==> src/rtl/dah_pkg.sv <==
// Package dah_pkg
// Shared sizes for the destination address hash filter.
// Assumes the table width is a power of two equal to 2**IDX_W.
package dah_pkg;
    localparam int ADDR_W = 48;   // destination address width
    localparam int IDX_W  = 6;    // hash index width
    localparam int TBL_W  = 64;   // hash table width
    localparam int REG_W  = 32;   // register port word width
endpackage

==> src/rtl/dah_fold.sv <==
// Module dah_fold
// Folds an address into a hash index. Index bit n is the XOR of every
// IDX_W-th address bit, starting at bit n. Purely combinational.
// Assumes ADDR_W >= IDX_W.
module dah_fold #(
    parameter int ADDR_W = 48,
    parameter int IDX_W  = 6
) (
    input  logic [ADDR_W-1:0] addr,
    output logic [IDX_W-1:0]  idx
);
    localparam int TERMS = (ADDR_W + IDX_W - 1) / IDX_W;

    for (genvar n = 0; n < IDX_W; n++) begin : g_bit
        // XOR reduce the address bits that land on index bit n
        always_comb begin
            idx[n] = 1'b0;
            for (int k = 0; k < TERMS; k++) begin
                if (n + k * IDX_W < ADDR_W) idx[n] = idx[n] ^ addr[n + k * IDX_W];
            end
        end
    end
endmodule

==> src/rtl/dah_table.sv <==
// Module dah_table
// Holds the hash table as REG_W-bit words written through a register port.
// Word w holds table bits w*REG_W+REG_W-1 : w*REG_W. Read data is combinational.
// Assumes TBL_W is a multiple of REG_W and that the word count is a power of two.
module dah_table #(
    parameter int TBL_W = 64,
    parameter int REG_W = 32,
    localparam int NWORDS = TBL_W / REG_W,
    localparam int SEL_W  = (NWORDS > 1) ? $clog2(NWORDS) : 1
) (
    input  logic             clk,
    input  logic             rst_n,
    input  logic             wr,
    input  logic [SEL_W-1:0] sel,
    input  logic [REG_W-1:0] wdata,
    output logic [REG_W-1:0] rdata,
    output logic [TBL_W-1:0] table_bits
);
    logic [REG_W-1:0] words [NWORDS];

    for (genvar w = 0; w < NWORDS; w++) begin : g_word
        // Store one table word; cleared by reset
        always_ff @(posedge clk) begin
            if (!rst_n)                              words[w] <= '0;
            else if (wr && (int'(sel) == w))         words[w] <= wdata;
        end
        assign table_bits[w*REG_W +: REG_W] = words[w];
    end

    // Return the selected word to the register port
    always_comb begin
        rdata = '0;
        for (int w = 0; w < NWORDS; w++) begin
            if (int'(sel) == w) rdata = words[w];
        end
    end
endmodule

==> src/rtl/dah_serin.sv <==
// Module dah_serin
// Assembles a bit-serial address. The first bit received becomes bit 0.
// On a valid bit flagged as last, the full address (including that bit)
// is presented combinationally together with a done pulse.
// Assumes the sender delivers exactly ADDR_W bits per address.
module dah_serin #(
    parameter int ADDR_W = 48
) (
    input  logic              clk,
    input  logic              rst_n,
    input  logic              bit_in,
    input  logic              bit_en,
    input  logic              bit_last,
    output logic [ADDR_W-1:0] addr,
    output logic              done
);
    logic [ADDR_W-1:0] shreg;

    // Shift new bits in at the top so that the oldest settles at bit 0
    always_ff @(posedge clk) begin
        if (!rst_n)      shreg <= '0;
        else if (bit_en) shreg <= {bit_in, shreg[ADDR_W-1:1]};
    end

    assign addr = {bit_in, shreg[ADDR_W-1:1]};
    assign done = bit_en && bit_last;
endmodule

==> src/rtl/dah_filter.sv <==
// Module dah_filter (top)
// Destination address hash filter. A lookup happens on a parallel load
// strobe or on the final serial bit; the parallel load wins if both occur.
// Address bit 0 is the group bit. The result registers one clock later and
// holds until the next lookup. The table value sampled is the one stored
// before any write in the same cycle.
module dah_filter #(
    parameter int ADDR_W = dah_pkg::ADDR_W,
    parameter int IDX_W  = dah_pkg::IDX_W,
    parameter int REG_W  = dah_pkg::REG_W,
    localparam int TBL_W = 1 << IDX_W,
    localparam int SEL_W = (TBL_W / REG_W > 1) ? $clog2(TBL_W / REG_W) : 1
) (
    input  logic              clk,
    input  logic              rst_n,
    input  logic [ADDR_W-1:0] addr_word,
    input  logic              addr_load,
    input  logic              ser_bit,
    input  logic              ser_en,
    input  logic              ser_last,
    input  logic              reg_wr,
    input  logic [SEL_W-1:0]  reg_sel,
    input  logic [REG_W-1:0]  reg_wdata,
    output logic [REG_W-1:0]  reg_rdata,
    input  logic              uc_en,
    input  logic              mc_en,
    output logic [IDX_W-1:0]  hash_idx,
    output logic              uc_match,
    output logic              mc_match
);
    logic [TBL_W-1:0]  table_bits;
    logic [ADDR_W-1:0] ser_addr;
    logic              ser_done;
    logic [ADDR_W-1:0] look_addr;
    logic [IDX_W-1:0]  look_idx;
    logic              look_go;
    logic              tbl_hit;

    dah_table #(.TBL_W(TBL_W), .REG_W(REG_W)) u_table (
        .clk(clk), .rst_n(rst_n), .wr(reg_wr), .sel(reg_sel),
        .wdata(reg_wdata), .rdata(reg_rdata), .table_bits(table_bits)
    );

    dah_serin #(.ADDR_W(ADDR_W)) u_serin (
        .clk(clk), .rst_n(rst_n), .bit_in(ser_bit), .bit_en(ser_en),
        .bit_last(ser_last), .addr(ser_addr), .done(ser_done)
    );

    // Pick the address source; the parallel word has priority
    always_comb begin
        look_addr = addr_load ? addr_word : ser_addr;
        look_go   = addr_load || ser_done;
    end

    dah_fold #(.ADDR_W(ADDR_W), .IDX_W(IDX_W)) u_fold (
        .addr(look_addr), .idx(look_idx)
    );

    assign tbl_hit = table_bits[look_idx];

    // Register the lookup result and hold it until the next lookup
    always_ff @(posedge clk) begin
        if (!rst_n) begin
            hash_idx <= '0;
            uc_match <= 1'b0;
            mc_match <= 1'b0;
        end else if (look_go) begin
            hash_idx <= look_idx;
            uc_match <= uc_en && !look_addr[0] && tbl_hit;
            mc_match <= mc_en &&  look_addr[0] && tbl_hit;
        end
    end
endmodule

==> config.mk <==
export PLATFORM = sky130hd
export DESIGN_NAME = dah_filter
export DESIGN_NICKNAME = d
export VERILOG_FILES = /design/src/rtl/dah_pkg.sv /design/src/rtl/dah_fold.sv /design/src/rtl/dah_table.sv /design/src/rtl/dah_serin.sv /design/src/rtl/dah_filter.sv
export SDC_FILE = /design/constraint.sdc
export NUM_CORES = 1
export LEC_CHECK = 0
export BUFFER_PORTS_ARGS = -buffer_cell sky130_fd_sc_hd__buf_4
export CAP_MARGIN = 20
export CORE_ASPECT_RATIO = 1.75
export CORE_MARGIN = 4
export CORE_UTILIZATION = 41
export DETAILED_ROUTE_END_ITERATION = 7
export PLACE_DENSITY = 0.64
export SLEW_MARGIN = 20
export SYNTH_ARGS = -nofsm -noshare
export SYNTH_HDL_FRONTEND = slang
export SYNTH_SLANG_ARGS = --single-unit
==> constraint.sdc <==
create_clock -name clk -period 5.6 [get_ports clk]
set_input_delay 1.12 -clock clk [delete_from_list [all_inputs] [get_ports clk]]
set_output_delay 1.12 -clock clk [all_outputs]
set_load 0.02 [all_outputs]
After elaboration in Yosys (flattened, before gate mapping)
Memory sizes are Yosys's and may differ from the RTL's.
Index checks and enable logic that the tools add are counted.

cells by class
  order comparisons = 1
  multiplexer cells = 13
  bitwise gates (word level) = 45
  reduce and logical (&&, ||, !) cells = 9

operators by type and width
  operator                                                     count
  2-to-1 mux 32 bit                                            3
  2-to-1 mux 48 bit                                            1
  XOR 1 bit                                                    42
  2-to-1 mux 1 bit                                             8
  logical AND 1 bit                                            7
  less-than comparator 6 x 7 -> 1 bit (second input constant)  1
  binary-select mux 1 bit (select 6 bit)                       1
  bitwise OR 1 bit                                             2
  logical NOT 1 bit                                            1
  logical OR 1 bit                                             1
  inverter 1 bit                                               1

storage, ports and cells
  register bits after elaboration = 56
  bits in writable memories = 64
  input bits = 90
  memories = 1

memories
  name           depth  bits a word  read ports  clocked after Yosys merged registers in  wr ports  line             source
  u_table.words  2      32           2           0                                        2         dah_table.sv:19  logic [REG_W-1:0] words [NWORDS];

Longest topological paths before layout
Gate-level depths: netlist (run 1).

  depth after elaboration = 11
  gate-level depth with buffers = 12
  gate-level depth less buffers = 9

Cells and area by module
From an unflattened synthesis (run 1), not the netlist that was laid out.

second synthesis, totals
  cell total of the unflattened synthesis = 539
  area total of the unflattened synthesis = 6551.3 µm²

by module, submodules not included
  module      times used  cells an instance  area each (µm²)  seq. area each (µm²)
  dah_table   1           212                2895.3           1921.8
  dah_serin   1           154                1840.5           940.9
  dah_filter  1           131                1447.6           160.2
  dah_fold    1           42                 367.9            0.0

Worst setup path before layout (run 1)
Ideal clock, no wire load.

  path type = input-to-reg
  start point = input port reg_sel
  end point = memory u_table.words[0][0], enable pin
  arrival = 3.874 ns
  required time = 5.134 ns
  path slack = 1.261 ns
  stages on the path = 3
  cell sequence = clkbuf_1 -> buf_1 -> o21ai_0

RTL lines
  what         line              source
  from (decl)  dah_filter.sv:22  input logic [SEL_W-1:0] reg_sel,
  to (decl)    dah_table.sv:19

Worst setup path after layout (run 1)
  start point = input port addr_load
  end point = register mc_match

between the ends
  longest elaborated chain between the ends = 11
  elaborated cells on any way between the ends = 48
  those cells by class = 3 x mux; 42 x bitwise; 3 x reduce/logical

RTL lines
  what                                    line              source
  from (decl)                             dah_filter.sv:17  input logic addr_load,
  2-to-1 mux 48 bit                       dah_filter.sv:51  look_addr = addr_load ? addr_word : ser_addr;
  XOR 1 bit (7 in a row)                  dah_fold.sv:19    if (n + k * IDX_W < ADDR_W) idx[n] = idx[n] ^ addr[n + k * IDX_W];
  binary-select mux 1 bit (select 6 bit)  dah_filter.sv:59  assign tbl_hit = table_bits[look_idx];
  2-to-1 mux 1 bit (implied by the code)  dah_filter.sv:59
  logical AND 1 bit                       dah_filter.sv:70  mc_match <= mc_en && look_addr[0] && tbl_hit;
  to (signal assigned)                    dah_filter.sv:70
  to (decl)                               dah_filter.sv:29  output logic mc_match

Parallel ways exist; a longest one is shown, timed or not. The select of a mux whose other input is x is not followed.
A chain may end at the register's enable or synchronous reset.

==> results of run 1 <==
power by group:
part | leakage (nW) | total [mW] | internal (mW) | switching [mW]
combinational | 2.07 | 0.512 | 0.262 | 0.250
sequential | 1.10 | 1.00 | 0.971 | 0.0296
clock | 0.273 | 1.06 | 0.654 | 0.404
worst max-delay path: cells and delay by family:
kind	cells	cell delay, ns
compound gates	4	0.76
xor+xnor	2	0.87
buf+inv	2	0.63
mux	2	0.60
logic make-up after synthesis:
kind of cell	after synthesis	share of synthesized area
AO/OA/AOI/OAI	30	0.0318
XOR/XNOR	67	0.0973
buffers and inverters	32	0.0238
flip-flops	119	0.483
multiplexers	117	0.232
AND/OR/NAND/NOR	141	0.133
metal layers:
metal | routed length, µm | up-vias
met5 | 0 | -
met4 | 214 | 0
met3 | 799 | 15
met2 | 8220 | 111
met1 | 5440 | 1946
li1 | - | 2042
synthesized netlist by cell type:
cell type / instances / share of area
mux2i_1: 68 / 0.11
and2_1: 67 / 0.067
edfxtp_1: 64 / 0.31
dfxtp_1: 55 / 0.18
nor2b_1: 47 / 0.047
xor2_1: 39 / 0.055
mux2_2: 34 / 0.061
xnor2_1: 25 / 0.035
clkbuf_1: 18 / 0.011
mux4_1: 13 / 0.055
nor2_1: 12 / 0.0072
a21oi_1: 11 / 0.0088
nand2_1: 8 / 0.0048
buf_1: 6 / 0.0036
a22oi_1: 5 / 0.0060
o211a_1: 5 / 0.0080
nand3_1: 4 / 0.0032
buf_6: 3 / 0.0054
xnor2_2: 3 / 0.0078
a31oi_1: 2 / 0.0020
buf_2: 2 / 0.0016
inv_1: 2 / 0.0012
mux4_2: 2 / 0.0072
o21ai_0: 2 / 0.0016
o21ai_1: 2 / 0.0016
a21o_1: 1 / 0.0012
a32oi_1: 1 / 0.0014
and3_1: 1 / 0.0010
buf_4: 1 / 0.0012
nand3b_1: 1 / 0.0012
nor3b_1: 1 / 0.0012
o211ai_1: 1 / 0.0012
through the flow:
stage / worst slack, ns / std cells
2_1_floorplan: 1.26 / 506
3_3_place_gp: 1.52 / 794
3_5_place_dp: 1.43 / 794
4_1_cts: 1.86 / 826
5_1_grt: 1.65 / 826
6_report: 1.91 / 826
worst max-delay path by stage:
stage,end,from,depth (start not counted)
after floorplan,u_table.words[0][0]$_SDFFCE_PN0P_,reg_sel,3
after global placement,mc_match$_SDFFE_PN0P_,addr_load,10
after detailed placement,mc_match$_SDFFE_PN0P_,addr_load,10
after CTS,mc_match$_SDFFE_PN0P_,addr_load,10
after global routing,mc_match$_SDFFE_PN0P_,addr_load,10
final,mc_match$_SDFFE_PN0P_,addr_load,10
sequential cells by signal (all words and copies together) (netlist names):
name,cells
u_table.words,64
mc_match,1
uc_match,1
hash_idx,6
u_serin.shreg,47
area by class of cell:
class	count	area [µm²]	area share
Inverter	2	7.51	0.000944
Timing Repair Buffer	135	1010	0.127
Multi-Input combinational cell	355	3100	0.389
Sequential cell	119	3020	0.380
Clock buffer	17	425	0.0535
Clock inverter	15	156	0.0197
Tap cell	183	229	0.0288
==> impl_metrics.env, run 1 <==
export IMPL_outcome="finished, final reports clean"
export IMPL_design_area_um2=7950
export IMPL_drv_slew=0
export IMPL_gr_usage_met3=0.0414
export IMPL_post_cts_resized=0
export IMPL_cts_max_level=4
export IMPL_clockBufferDepth=2
export IMPL_initialDrtViolationCount=81
export IMPL_fin_crit_sh=0.659
export IMPL_nFillCells=1309
export IMPL_r2r_start="u_serin.shreg[37]$_SDFFE_PN0P_"
export IMPL_endpoint_kind="register"
export IMPL_syn_nets=596
export IMPL_grt_use_met2=0.328
export IMPL_relSlewSlack=0.333
export IMPL_dpl_instance_area_um2=7370
export IMPL_min_period_ns=3.69
export IMPL_wire_per_inst_um=17.8
export IMPL_vias_per_cell=4.98
export IMPL_core_area_um2=14900
export IMPL_syn_area_per_cell_um2=12.4
export IMPL_pin_count=130
export IMPL_maxCapViolations=0
export IMPL_dieArea_um2=17400
export IMPL_cp_start_kind="primary input"
export IMPL_synth_cells=506
export IMPL_fin_util=0.533
export IMPL_grt_total_usage=0.174
export IMPL_post_cts_buffers=0
export IMPL_final_common_cell="buf_4"
export IMPL_ff2ff_setup_slack_ns=2.58
export IMPL_rsz0062_at_grt="false"
export IMPL_synth_seq_cells=119
export IMPL_crit_top_cell="buf_4"
export IMPL_holdWs_ns=0.461
export IMPL_area_delta_synth_final_pct=27.0
export IMPL_cts_clk_slew_worst_paths_ns=0.05
export IMPL_cts_tree="done"
export IMPL_num_antenna_cells=0
export IMPL_cts_inserted_buffers=17
export IMPL_cpMaxStageDelayCell="xnor2_2"
export IMPL_grt_busiest_layer="met2"
export IMPL_hold_class="reg -> reg"
export IMPL_firstDrtPassIters=4
export IMPL_r2r_end="mc_match$_SDFFE_PN0P_"
export IMPL_clk_latency_ns=0.41
export IMPL_gp_congestion=0.812
export IMPL_die_h_um=171
export IMPL_drive_gt1_frac=0.322
export IMPL_layout_common_cells="135 x buf_4, 68 x mux2i_1, 67 x and2_1"
export IMPL_cp_arrival_ns=3.99
export IMPL_critical_path_cell_chain="buf_4 > mux2i_1 > xnor2_1 > xnor2_2 > buf_4 > mux4_2 > a22oi_1 > o211ai_1 > a32oi_1 > o21ai_1"
export IMPL_ctsHoldBuffers=0
export IMPL_worstPathRequired_ns=5.90
export IMPL_cp_max_fo=35
export IMPL_antenna_found_initial=0
export IMPL_grt_max_degree=62
export IMPL_hpwlAfterDp_mm=10.8
export IMPL_grt_util_met1=0.183
export IMPL_finalHoldViolCount=0
export IMPL_die_width_um=101
export IMPL_grt_ovfl_total=0
export IMPL_num_rows=59
export IMPL_grt_pass1_wl_mm=22.9
export IMPL_p_total_mw=2.57
export IMPL_synth_cell_types=32
export IMPL_drtAntennaViolNets=0
export IMPL_root_buffer="clkbuf_16"
export IMPL_crit_type="in -> reg"
export IMPL_setup_viol=0
export IMPL_first_global_vias=4451
export IMPL_tns_ns=0
export IMPL_powerDensity_nw_per_um2=323
export IMPL_routed_wl_mm=14.7
export IMPL_initial_core_util=0.420
export IMPL_vias=4114
export IMPL_io_buffers=129
export IMPL_fmax_mhz=271
export IMPL_min_from="mc_match$_SDFFE_PN0P_"
export IMPL_synth_area_um2=6260
export IMPL_yosysSeqAreaShare=0.483
export IMPL_synth_warnings=0
export IMPL_clock_skew_ns=0.0103
export IMPL_leakage_nw=3.44
export IMPL_min_delay_path_depth=2
export IMPL_worst_slew_pin_slew_ns=1.00
export IMPL_worstHoldEndpoint="mc_match$_SDFFE_PN0P_"
export IMPL_clock_sinks=119
export IMPL_r2r_cells=10
export IMPL_nets=720
export IMPL_drc_errors=0
export IMPL_max_stage_delay_ns=0.69
export IMPL_ir_drop_mv=0.203
No activity file was read; power rests on OpenSTA's default activity.
==> run 2: changes to the inputs <==
--- a/config.mk
+++ b/config.mk
@@ -5,13 +5,14 @@
 export SDC_FILE = /design/constraint.sdc
 export NUM_CORES = 1
 export LEC_CHECK = 0
+export ABC_AREA = 1
 export BUFFER_PORTS_ARGS = -buffer_cell sky130_fd_sc_hd__buf_4
 export CAP_MARGIN = 20
 export CORE_ASPECT_RATIO = 1.75
 export CORE_MARGIN = 4
 export CORE_UTILIZATION = 41
 export DETAILED_ROUTE_END_ITERATION = 7
-export PLACE_DENSITY = 0.64
+export PLACE_DENSITY = 0.65
 export SLEW_MARGIN = 20
 export SYNTH_ARGS = -nofsm -noshare
 export SYNTH_HDL_FRONTEND = slang
==> constraint.sdc (replaced) <==
create_clock -name clk -period 3.2 [get_ports clk]
set_input_delay 0.64 -clock clk [delete_from_list [all_inputs] [get_ports clk]]
set_output_delay 0.64 -clock clk [all_outputs]
set_load 0.02 [all_outputs]
==> impl_metrics.env, run 2 <==
export IMPL_synth_area_leaders="edfxtp_1 28%, dfxtp_1 16%, nand2_1 16%"
export IMPL_drc_errors=0
export IMPL_clock_skew_ns=0.00649
export IMPL_leakage_nw=4.07
export IMPL_synthArstFlopShare=0
export IMPL_outcome="finished, final reports clean"
export IMPL_io_buffers=129
export IMPL_initialDrtViolationCount=288
export IMPL_design_area_um2=8420
export IMPL_ir_drop_mv=0.347
export IMPL_cp_max_fo=38
export IMPL_die_h_um=178
export IMPL_wire_per_inst_um=15.5
export IMPL_dieArea_um2=18700
export IMPL_grt_max_degree=61
export IMPL_min_period_ns=2.63
export IMPL_antenna_found_initial=0
export IMPL_intPower_mw=3.35
export IMPL_pwr_share_clk=0.396
export IMPL_synth_cells=939
export IMPL_maxCapViolations=0
export IMPL_root_buffer="clkbuf_16"
export IMPL_grt_pass1_wl_mm=31.1
export IMPL_powerDensity_nw_per_um2=588
export IMPL_power_frac_seq=0.370
export IMPL_grt_total_usage=0.215
export IMPL_vias_per_cell=4.92
export IMPL_num_rows=62
export IMPL_grt_ovfl_total=0
export IMPL_synth_cell_types=29
export IMPL_drive_gt1_frac=0.183
export IMPL_nets=1137
export IMPL_relSlewSlack=0.499
export IMPL_p_switching_mw=1.60
export IMPL_synth_edf_count=64
export IMPL_dpl_instance_area_um2=7810
export IMPL_yosysMostFrequentCell="nand2_1"
export IMPL_hpwlAfterDp_mm=15.0
export IMPL_worstPathRequired_ns=2.56
export IMPL_synth_seq_cells=119
export IMPL_syn_nets=1029
export IMPL_final_common_cell="nand2_1"
export IMPL_fin_crit_sh=0.820
export IMPL_drv_slew=0
export IMPL_layout_common_cells="288 x nand2_1, 138 x buf_4, 104 x inv_1"
export IMPL_clock_sinks=119
export IMPL_core_area_um2=16400
export IMPL_first_global_vias=6000
export IMPL_combPwrFrac=0.233
export IMPL_r2r_cells=18
export IMPL_holdWs_ns=0.482
export IMPL_min_delay_path_depth=2
export IMPL_cts_inserted_buffers=17
export IMPL_reg_largest_list="u_table.words (64), u_serin.shreg (47), hash_idx (6)"
export IMPL_ctsHoldBuffers=0
export IMPL_initial_core_util=0.414
export IMPL_synth_top_cell_area_share=0.283
export IMPL_crit_type="in -> out"
export IMPL_nFillCells=1631
export IMPL_firstDrtPassIters=4
export IMPL_synth_top_cell_by_area="edfxtp_1"
export IMPL_ys_flop_type="edfxtp_1"
export IMPL_cp_start_kind="primary input"
export IMPL_cp_arrival_ns=1.99
export IMPL_cts_tree="done"
export IMPL_fmax_mhz=381
export IMPL_num_antenna_cells=0
export IMPL_gp_congestion=0.941
export IMPL_worst_slew_pin_slew_ns=0.750
export IMPL_p_sw_frac=0.324
export IMPL_hold_class="reg -> reg"
export IMPL_cts_clk_slew_worst_paths_ns=0.06
export IMPL_clockBufferDepth=2
export IMPL_post_cts_buffers=0
export IMPL_routed_wl_mm=19.9
export IMPL_syn_area_per_cell_um2=7.22
export IMPL_die_width_um=105
export IMPL_yosysSeqAreaShare=0.446
export IMPL_largest_register="u_table.words"
export IMPL_area_delta_synth_final_pct=24.1
export IMPL_vias=6321
export IMPL_endpoint_kind="output port"
export IMPL_cts_max_level=4
export IMPL_finalHoldViolCount=0
export IMPL_setup_viol=0
export IMPL_clk_latency_ns=0.42
export IMPL_pin_count=130
export IMPL_synthTopCellsByCount="288 x nand2_1, 104 x inv_1, 102 x nor2_1"
export IMPL_synth_warnings=0
export IMPL_synth_area_um2=6780
export IMPL_largest_register_ffs=64
export IMPL_post_cts_resized=0
export IMPL_tns_ns=0
export IMPL_drtAntennaViolNets=0
export IMPL_rsz0062_at_grt="false"
[run 2: power groups by stage]
stage	logic, mW	registers (mW)	clock network [mW]
global placement	1.15	1.86	0
floorplan	0.807	1.84	0
global route	1.29	1.84	2.07
detailed placement	1.15	1.86	0
CTS	1.16	1.83	1.99
finish	1.16	1.83	1.96
[run 2: worst max-delay path: stages]
cell	delay, ns
buf_4	0.32
inv_1	0.42
o21ai_0	0.39
buf_4	0.21
[run 2: cell type report]
type | count | area, µm² | area share
flip-flops and latches | 119 | 3020 | 0.359
repair buffers | 139 | 1060 | 0.125
well taps | 224 | 280 | 0.0333
clock inverters | 15 | 180 | 0.0214
clock buffers | 17 | 425 | 0.0505
multi-input cells | 657 | 3020 | 0.359
inverters | 113 | 434 | 0.0516
[run 2: routing by layer]
layer | vias up | global-route usage | routed length (µm)
li1 | 3197 | - | -
met1 | 2883 | 0.223 | 7130
met2 | 191 | 0.415 | 11100
met3 | 50 | 0.0337 | 869
met4 | 0 | 0.101 | 808
met5 | - | 0 | 0
[run 2: per-stage QoR]
step	setup slack, ns	utilization	power (mW)	std cells
6_report	0.575	0.514	4.95	1284
5_1_grt	0.349	0.514	5.19	1284
4_1_cts	0.570	0.514	4.98	1284
3_5_place_dp	0.252	0.477	3.02	1252
3_3_place_gp	0.297	0.477	3.01	1252
2_1_floorplan	0.429	-	2.65	939
[run 2: final timing paths]
kind / slack, ns / from / end
worst max-delay path: 0.57 / reg_sel / reg_rdata[29]
worst min-delay path: 0.48 / u_serin.shreg[15]$_SDFFE_PN0P_ / u_serin.shreg[15]$_SDFFE_PN0P_
worst max register to register: 0.83 / u_serin.shreg[43]$_SDFFE_PN0P_ / mc_match$_SDFFE_PN0P_
worst min register to register: 0.48 / u_serin.shreg[15]$_SDFFE_PN0P_ / u_serin.shreg[15]$_SDFFE_PN0P_
[run 2: cells by family (layout without fill, tap and decap cells)]
family,count (synthesis),after routing,share of synthesized area
AOI/OAI and AO/OA,135,135,0.103
buffers and inverters,163,284,0.110
xor gates and xnor gates,36,36,0.0476
DFF,119,119,0.446
and+or+nand+nor,486,486,0.294
==> run 3: changes to the inputs <==
==> constraint.sdc (replaced) <==
create_clock -name clk -period 2.4 [get_ports clk]
set_input_delay 0.48 -clock clk [delete_from_list [all_inputs] [get_ports clk]]
set_output_delay 0.48 -clock clk [all_outputs]
set_load 0.02 [all_outputs]
==> impl_metrics.env, run 3 (synthesis gave the netlist of run 2 again) <==
export IMPL_outcome="finished, final reports clean"
export IMPL_endpoint_kind="register"
export IMPL_root_buffer="clkbuf_16"
export IMPL_core_area_um2=16400
export IMPL_fin_util=0.527
export IMPL_min_period_ns=2.12
export IMPL_fin_crit_sh=0.882
export IMPL_finalHoldViolCount=0
export IMPL_die_h_um=178
export IMPL_cpMaxStageDelayCell="dfxtp_1"
export IMPL_drc_errors=0
export IMPL_crit_type="reg -> reg"
export IMPL_vias=6421
export IMPL_max_stage_delay_ns=0.32
export IMPL_cp_arrival_ns=2.47
export IMPL_firstDrtPassIters=6
export IMPL_placed_cells=1277
export IMPL_initialDrtViolationCount=295
export IMPL_cts_clk_slew_worst_paths_ns=0.06
export IMPL_rsz0062_at_grt="false"
export IMPL_holdWs_ns=0.372
export IMPL_powerDensity_nw_per_um2=761
export IMPL_critical_path_cell_chain="inv_1 > nand2_1 > nand2_1 > nand2_1 > nand2_2 > inv_2 > nand2_1 > nand2_1 > nand2_4 > buf_4 > nand3_1 > nand3_1 > nand3_1 > nand3_1 > nand3_1 > nand3_1 > nand3_1 > a21oi_1"
export IMPL_place_ws_ns=-0.230
export IMPL_setup_ws_ns=0.284
export IMPL_wire_per_inst_um=14.7
export IMPL_crit_top_cell="nand3_1"
export IMPL_clock_skew_ns=0.0114
export IMPL_vias_per_cell=4.91
export IMPL_grt_max_degree=59
export IMPL_worst_slew_pin_slew_ns=0.541
export IMPL_first_global_vias=6223
export IMPL_clk_latency_ns=0.41
export IMPL_clockBufferDepth=2
export IMPL_gp_congestion=0.861
export IMPL_final_common_cell="nand2_1"
export IMPL_drive_gt1_frac=0.200
export IMPL_pin_count=130
export IMPL_maxCapViolations=0
export IMPL_num_antenna_cells=0
export IMPL_cp_max_fo=17
export IMPL_routed_wl_mm=19.3
export IMPL_grt_ovfl_total=0
export IMPL_grt_pass1_wl_mm=30.5
export IMPL_post_cts_resized=0
export IMPL_io_buffers=129
export IMPL_layout_common_cells="288 x nand2_1, 156 x buf_4, 104 x inv_1"
export IMPL_largest_register_ffs=64
export IMPL_antenna_found_initial=0
export IMPL_dieArea_um2=18700
export IMPL_reg_largest_list="u_table.words (64), u_serin.shreg (47), hash_idx (6)"
export IMPL_worstPathRequired_ns=2.75
export IMPL_relSlewSlack=0.639
export IMPL_nets=1162
export IMPL_largest_register="u_table.words"
export IMPL_cts_tree="done"
export IMPL_cts_max_level=4
export IMPL_drv_slew=0
export IMPL_cp_start_kind="register"
export IMPL_leakage_nw=4.17
export IMPL_die_width_um=105
export IMPL_initial_core_util=0.414
export IMPL_hpwlAfterDp_mm=14.4
export IMPL_final_cells=1309
export IMPL_fmax_mhz=473
export IMPL_area_delta_synth_final_pct=27.1
export IMPL_ff2ff_setup_slack_ns=0.28
export IMPL_post_cts_buffers=0
export IMPL_hold_class="in -> reg"
export IMPL_clock_sinks=119
export IMPL_num_rows=62
export IMPL_drtAntennaViolNets=0
export IMPL_ctsHoldBuffers=0
export IMPL_ir_drop_mv=0.467
export IMPL_setup_viol=0
export IMPL_grt_total_usage=0.207
export IMPL_cts_inserted_buffers=17
run 3: worst paths after layout:
check | start | end | depth (start not counted)
min reg2reg | u_serin.shreg[27]$_SDFFE_PN0P_ | u_serin.shreg[26]$_SDFFE_PN0P_ | 2
max reg2reg | u_serin.shreg[7]$_SDFFE_PN0P_ | mc_match$_SDFFE_PN0P_ | 18
min | ser_bit | u_serin.shreg[47]$_SDFFE_PN0P_ | 3
max | u_serin.shreg[7]$_SDFFE_PN0P_ | mc_match$_SDFFE_PN0P_ | 18
run 3: per-stage QoR:
step,TNS (ns),power (mW),instance area (µm²)
after floorplan,0,3.53,6790
after global placement,-0.285,4.21,8060
after detailed placement,-0.504,4.22,8060
after CTS,0,6.61,8620
after global routing,0,6.88,8620
final,0,6.56,8620
run 3: where the power goes:
group	switching (mW)	internal [mW]	leakage [nW]
Clock	0.968	1.42	0.257
Sequential	0.107	2.32	1.11
Combinational	1.02	0.725	2.81
Total	2.10	4.46	4.17
run 3: critical path, delay by kind of cell (launching register included):
kind                   cells  cell delay (ns)
DFF                        1             0.32
and+or+nand+nor           14             1.19
buffers and inverters      3             0.42
AOI/OAI and AO/OA          1             0.11
run 3: final cells by class:
type | count | area (µm²)
flip-flops and latches | 119 | 3020
repair buffers | 164 | 1310
clock buffers | 17 | 425
inverters | 113 | 434
multi-input cells | 657 | 3020
fillers | 1625 | 7740
clock inverters | 15 | 129
well taps | 224 | 280
run 3: metal layers:
| layer | GRT usage | up-vias | part of all wire |
|---|---|---|---|
| li1 | - | 3241 | - |
| met1 | 0.215 | 2948 | 0.36 |
| met2 | 0.403 | 186 | 0.56 |
| met3 | 0.0326 | 46 | 0.042 |
| met4 | 0.0887 | 0 | 0.034 |
| met5 | 0 | - | 0 |
